--- src/rtl/lsa_pkg.sv ---
package lsa_pkg;
  typedef enum logic [1:0] {
    PH_IDLE   = 2'd0,
    PH_PER    = 2'd1,
    PH_NONPER = 2'd2
  } phase_e;

  localparam int GNT_W    = 3;
  localparam int GNT_PER  = 0;
  localparam int GNT_CTRL = 1;
  localparam int GNT_BULK = 2;

  typedef struct packed {
    logic per;
    logic iso;
    logic ctrl;
    logic bulk;
  } list_en_t;
endpackage

--- src/rtl/lsa_shadow.sv ---
module lsa_shadow
  import lsa_pkg::*;
(
  input  logic     clk,
  input  logic     rst_n,
  input  logic     sof,
  input  list_en_t en_in,
  output list_en_t en_q
);
  always_ff @(posedge clk or negedge rst_n) begin
    if (!rst_n)   en_q <= '0;
    else if (sof) en_q <= en_in;
  end

  AST_SHADOW_FROZEN: assert property (@(posedge clk) disable iff (!rst_n)
    !sof |=> $stable(en_q));
endmodule

--- src/rtl/lsa_weight.sv ---
module lsa_weight #(
  parameter int RATIO_W = 2
) (
  input  logic               clk,
  input  logic               rst_n,
  input  logic [RATIO_W-1:0] ratio,
  input  logic               ctrl_ok,
  input  logic               bulk_ok,
  input  logic               done_ctrl,
  input  logic               done_bulk,
  output logic               pick_ctrl,
  output logic               pick_bulk
);
  localparam int CNT_W = RATIO_W + 1;
  localparam logic [CNT_W-1:0] CNT_MAX = CNT_W'(1 << RATIO_W);

  logic [CNT_W-1:0] ctrl_cnt;
  logic [CNT_W-1:0] thresh;
  logic             under;

  assign thresh    = {1'b0, ratio} + CNT_W'(1);
  assign under     = ctrl_cnt < thresh;
  assign pick_ctrl = ctrl_ok && (under || !bulk_ok);
  assign pick_bulk = bulk_ok && !pick_ctrl;

  always_ff @(posedge clk or negedge rst_n) begin
    if (!rst_n)                               ctrl_cnt <= '0;
    else if (done_bulk)                       ctrl_cnt <= '0;
    else if (done_ctrl && ctrl_cnt < CNT_MAX) ctrl_cnt <= ctrl_cnt + CNT_W'(1);
  end

  AST_CNT_LIMIT: assert property (@(posedge clk) disable iff (!rst_n)
    ctrl_cnt <= CNT_MAX);
  AST_BULK_ZERO: assert property (@(posedge clk) disable iff (!rst_n)
    done_bulk |=> ctrl_cnt == '0);
  AST_CTRL_STEP: assert property (@(posedge clk) disable iff (!rst_n)
    (done_ctrl && !done_bulk && ctrl_cnt < CNT_MAX) |=> ctrl_cnt == $past(ctrl_cnt) + CNT_W'(1));
  AST_PICK_EXCL: assert property (@(posedge clk) disable iff (!rst_n)
    !(pick_ctrl && pick_bulk));
endmodule

--- src/rtl/lsa_phase.sv ---
module lsa_phase
  import lsa_pkg::*;
(
  input  logic             clk,
  input  logic             rst_n,
  input  logic             sof,
  input  logic             done,
  input  list_en_t         en_q,
  input  logic             per_avail,
  input  logic             per_is_iso,
  input  logic             pick_ctrl,
  input  logic             pick_bulk,
  output phase_e           phase,
  output logic [GNT_W-1:0] grant,
  output logic             done_ctrl,
  output logic             done_bulk
);
  logic per_stop;

  assign per_stop  = !en_q.per || !per_avail || (per_is_iso && !en_q.iso);
  assign done_ctrl = done && grant[GNT_CTRL];
  assign done_bulk = done && grant[GNT_BULK];

  always_ff @(posedge clk or negedge rst_n) begin
    if (!rst_n) begin
      phase <= PH_IDLE;
      grant <= '0;
    end else if (sof) begin
      phase <= PH_PER;
      grant <= '0;
    end else if (grant != '0) begin
      if (done) grant <= '0;
    end else begin
      unique case (phase)
        PH_PER: begin
          if (per_stop) phase <= PH_NONPER;
          else          grant <= GNT_W'(1 << GNT_PER);
        end
        PH_NONPER: begin
          if (pick_ctrl)      grant <= GNT_W'(1 << GNT_CTRL);
          else if (pick_bulk) grant <= GNT_W'(1 << GNT_BULK);
        end
        default: ;
      endcase
    end
  end

  AST_GNT_ONEHOT: assert property (@(posedge clk) disable iff (!rst_n)
    $onehot0(grant));
  AST_GNT_HOLD: assert property (@(posedge clk) disable iff (!rst_n)
    (grant != '0 && !done && !sof) |=> $stable(grant));
  AST_SOF_RESTART: assert property (@(posedge clk) disable iff (!rst_n)
    sof |=> (grant == '0 && phase == PH_PER));
  AST_PER_IN_PHASE: assert property (@(posedge clk) disable iff (!rst_n)
    grant[GNT_PER] |-> phase == PH_PER);
  AST_IDLE_QUIET: assert property (@(posedge clk) disable iff (!rst_n)
    phase == PH_IDLE |-> grant == '0);
endmodule

--- src/rtl/list_svc_arbiter.sv ---
module list_svc_arbiter
  import lsa_pkg::*;
#(
  parameter int RATIO_W = 2
) (
  input  logic               clk,
  input  logic               rst_n,
  input  logic               sof,
  input  logic               en_per,
  input  logic               en_iso,
  input  logic               en_ctrl,
  input  logic               en_bulk,
  input  logic [RATIO_W-1:0] ratio,
  input  logic               per_avail,
  input  logic               per_is_iso,
  input  logic               ctrl_avail,
  input  logic               bulk_avail,
  input  logic               done,
  output logic [GNT_W-1:0]   grant,
  output logic [1:0]         phase
);
  list_en_t en_in, en_q;
  logic     pick_ctrl, pick_bulk, done_ctrl, done_bulk;
  phase_e   ph;

  assign en_in = '{per: en_per, iso: en_iso, ctrl: en_ctrl, bulk: en_bulk};
  assign phase = ph;

  lsa_shadow u_shadow (
    .clk(clk), .rst_n(rst_n), .sof(sof), .en_in(en_in), .en_q(en_q)
  );

  lsa_weight #(.RATIO_W(RATIO_W)) u_weight (
    .clk(clk), .rst_n(rst_n), .ratio(ratio),
    .ctrl_ok(en_q.ctrl && ctrl_avail), .bulk_ok(en_q.bulk && bulk_avail),
    .done_ctrl(done_ctrl), .done_bulk(done_bulk),
    .pick_ctrl(pick_ctrl), .pick_bulk(pick_bulk)
  );

  lsa_phase u_phase (
    .clk(clk), .rst_n(rst_n), .sof(sof), .done(done), .en_q(en_q),
    .per_avail(per_avail), .per_is_iso(per_is_iso),
    .pick_ctrl(pick_ctrl), .pick_bulk(pick_bulk),
    .phase(ph), .grant(grant), .done_ctrl(done_ctrl), .done_bulk(done_bulk)
  );

  AST_CTRL_SHADOWED: assert property (@(posedge clk) disable iff (!rst_n)
    $rose(grant[GNT_CTRL]) |-> $past(en_q.ctrl));
  AST_BULK_SHADOWED: assert property (@(posedge clk) disable iff (!rst_n)
    $rose(grant[GNT_BULK]) |-> $past(en_q.bulk));
endmodule

--- config.mk ---
export PLATFORM = sky130hd
export DESIGN_NAME = list_svc_arbiter
export DESIGN_NICKNAME = d
export VERILOG_FILES = /design/src/rtl/lsa_pkg.sv /design/src/rtl/lsa_shadow.sv /design/src/rtl/lsa_weight.sv /design/src/rtl/lsa_phase.sv /design/src/rtl/list_svc_arbiter.sv
export SDC_FILE = /design/constraint.sdc
export NUM_CORES = 1
export LEC_CHECK = 0
export ABC_AREA = 1
export BUFFER_PORTS_ARGS = -buffer_cell sky130_fd_sc_hd__clkbuf_2
export CAP_MARGIN = 20
export CORE_MARGIN = 5
export CORE_UTILIZATION = 45
export CTS_BUF_LIST = sky130_fd_sc_hd__clkbuf_8 sky130_fd_sc_hd__clkbuf_16
export CTS_CLUSTER_DIAMETER = 120
export DETAILED_ROUTE_END_ITERATION = 10
export GPL_ROUTABILITY_DRIVEN = 1
export PLACE_DENSITY = 0.68
export SLEW_MARGIN = 20
export SYNTH_ARGS = -nofsm -noshare
export SYNTH_HDL_FRONTEND = slang
export SYNTH_SLANG_ARGS = --single-unit
--- constraint.sdc ---
create_clock -name clk -period 1.2 [get_ports clk]
set_input_delay 0.18 -clock clk [delete_from_list [all_inputs] [get_ports clk]]
set_output_delay 0.18 -clock clk [all_outputs]
set_load 0.01 [all_outputs]
==> run_results.csv <==
group,metric,value,unit
run_status,status,"complete, but fails checks",
run_status,failed_checks,"negative setup slack",
drt,wl_per_cell,11.7,µm
worst_setup_path,cp.required,1.38,ns
yosys,synth_cell_types,21,
placement,dpl_worst_slack,-0.208,ns
yosys,synthesis.area,747,µm²
sta,hold_viol,0,
floorplan,die_area,0.00257,mm²
cells_and_area,area_growth,35.8,%
global_route,grt_pass1_vias,681,
global_route,overflow,0,
sta,fmax,794,MHz
cts,cts_tree,"done",
floorplan,die_w,50.7,µm
floorplan,io_pins,19,
drt,drcViolationCount,0,
global_route,antenna_found_initial,0,
global_route,grt_pass1_wl,2.79,mm
drt,ant_nets,0,
yosys,synth_area_leaders,"dfrtp_1 (40%), nand2_1 (16%), inv_1 (7.5%)",
yosys,ys_ff_latch,12,
pwr,cellLeakagePower,0.000598,µW
floorplan,rows,14,
pwr,p_clk_share,24.0,%
global_route,grt_max_degree,13,
worst_setup_path,startpoint_type,"flop",
yosys,yosysTopAreaCell,"dfrtp_1",
cts,htreeDepth,1,
yosys,yosysWarnings,0,
sta,worst_pin_slew,0.318,ns
cells_and_area,drive_above_1_share,39.1,%
drt,totalWireLength,1.69,mm
drt,drtPass1Iterations,3,
cts,clk_pin_slew,0.06,ns
placement,dpl.hpwl,1.22,mm
sta,setup_tns,-0.108,ns
drt,vias_per_cell,4.83,
pwr,p_sw,731,µW
worst_hold_path,worstHoldPathType,"in2reg",
pwr,combPwrFrac,45.0,%
sta,whs,0.132,ns
cts,clock_latency,0.25,ns
yosys,syn_nets,117,
worst_setup_path,cp.arrival,1.44,ns
cells_and_area,utilization,65.8,%
sta,fin_crit_sh,105,%
placement,io_buffers,18,
sta,fin_worst_skew,0.00299,ns
worst_setup_path,cp-end-kind,"flop",
floorplan,die_h,50.7,µm
floorplan,initial_core_util,48.5,%
cts,clock-sinks,12,
sta,relSlewSlack,78.8,%
placement,dp_cells,136,
cts,cts.path.max_buffers,2,
cells_and_area,layout.nets,147,
pwr,vdd_drop_max,0.959,mV
sta,period_needed,1.26,ns
cts,cts_buffers,3,
global_route,track_usage,14.3,%
floorplan,core_area,0.00154,mm²
drt,vias,696,
cells_and_area,fill_cells,138,
pwr,internal_power,1180,µW
pwr,switching_share,38.3,%
cts,cts-root-buf,"clkbuf_8",
sta,drv_slew,0,
drt,drt_iter0_markers,14,
cells_and_area,antenna_cells,0,
pwr,power.density,1880,mW/mm²
yosys,seq_area_frac_synth,40.2,%
sta,setup_ws,-0.0587,ns
pwr,power_frac_seq,31.0,%
worst_setup_path,worst-path-max-fanout,2,
sta,setup_violations,3,
sta,rsz0062_at_grt,"yes",
yosys,synth.top_cell.area_share,40.2,%
yosys,synth_area_per_cell,7.55,µm²
worst_setup_path,critPathKind,"reg2reg",
yosys,netlist_instances,99,
cells_and_area,final_cell_count_no_fill,144,
placement,gp_congestion,0.746,
job,max_cap_viol_count,0,
==> final timing paths <==
path                                 startpoint  cells past startpoint               end  slack, ns
max                        u_weight.ctrl_cnt[2]                      9  u_phase.grant[2]      -0.06
min                                     en_ctrl                      3  u_shadow.en_q[1]       0.13
max reg2reg                u_weight.ctrl_cnt[2]                      9  u_phase.grant[2]      -0.06
min reg2reg                    u_shadow.en_q[1]                      2  u_shadow.en_q[1]       0.47
max in group asynchronous                 rst_n                      2  u_shadow.en_q[2]       0.60
min in group asynchronous                 rst_n                      2  u_phase.grant[0]       0.36
==> logic make-up (layout without fill, tap and decap cells) <==
group / Yosys count / in the layout / share of synthesized area, %
AO/OA/AOI/OAI: 9 / 9 / 7.54
adder cells (fa/ha/maj): 4 / 4 / 6.70
buffers and inverters: 20 / 49 / 11.4
flip-flops: 12 / 12 / 40.2
AND/OR/NAND/NOR: 54 / 54 / 34.2
==> stage by stage <==
| step | cell area (µm²) | total power [µW] |
|---|---|---|
| global route | 1010 | 2060 |
| floorplan | 747 | 1060 |
| CTS | 968 | 1780 |
| detailed placement | 880 | 1260 |
| finish | 1010 | 1910 |
| global placement | 880 | 1230 |
==> per-layer routing <==
layer | vias to the layer above | wire length (µm) | track usage (%)
li1 | 358 | - | -
met1 | 322 | 757 | 17.8
met2 | 14 | 837 | 22.7
met3 | 2 | 72 | 3.85
met4 | 0 | 22 | 6.38
met5 | - | 0 | 0
==> what timing repair did <==
item,CTS,global route
hold buffers,1,0
resized for setup,4,7
pin swaps,2,6
endpoints found under the hold margin,12,0
endpoints found under the setup margin,3,3
buffers inserted,0,3
==> flip-flops by register name, summed over array words and instances (netlist names) <==
register,cells
u_shadow.en_q,4
u_phase.phase,2
u_weight.ctrl_cnt,3
u_phase.grant,3
==> cells in the final DEF (no fill, tap or decap), drive strengths merged <==
| cell type | netlist | routed |
|---|---|---|
| nand4 | 1 | 1 |
| nor2 | 10 | 10 |
| a21oi | 2 | 2 |
| o21ai | 4 | 4 |
| nand2 | 35 | 35 |
| clkbuf | 0 | 22 |
| dlygate4sd3 | 0 | 1 |
| dfrtp | 12 | 12 |
| ha | 4 | 4 |
| o21a | 1 | 1 |
| buf | 1 | 7 |
| inv | 18 | 19 |
| nand3 | 8 | 8 |
| a21boi | 2 | 2 |
==> critical path, stage by stage, from the launching register on <==
cell and delay (ns):
dfrtp_1 0.41, ha_4 0.29, nand2_2 0.05, inv_2 0.04, nand2_1 0.03, nand2_1 0.06
nand2_2 0.06, a21boi_2 0.13, nand2_1 0.06, nand2_1 0.06
==> power groups by stage <==
stage               clock network, µW  registers, µW  logic [µW]
detailed placement                  0            592         665
global route                      494            606         955
finish                            458            593         859
CTS                               463            594         722
floorplan                           0            606         452
global placement                    0            584         650
==> layout make-up <==
class | instances | area, µm² | share of cell area [%]
tap | 16 | 20.0 | 1.97
clock buffer | 4 | 55.1 | 5.43
inverter | 19 | 78.8 | 7.77
multi-input combinational | 67 | 408 | 40.2
sequential | 12 | 300 | 29.6
timing repair buffer | 26 | 153 | 15.0
==> synthesized netlist by cell type (all sizes together) <==
| cell | n |
|---|---|
| nand4 | 1 |
| nor2 | 10 |
| dfrtp | 12 |
| buf | 1 |
| clkinv | 1 |
| ha | 4 |
| a21oi | 2 |
| a21boi | 2 |
| nand2 | 35 |
| inv | 18 |
| o21a | 1 |
| nand3 | 8 |
| o21ai | 4 |
Power figures use the tool's default switching activity.
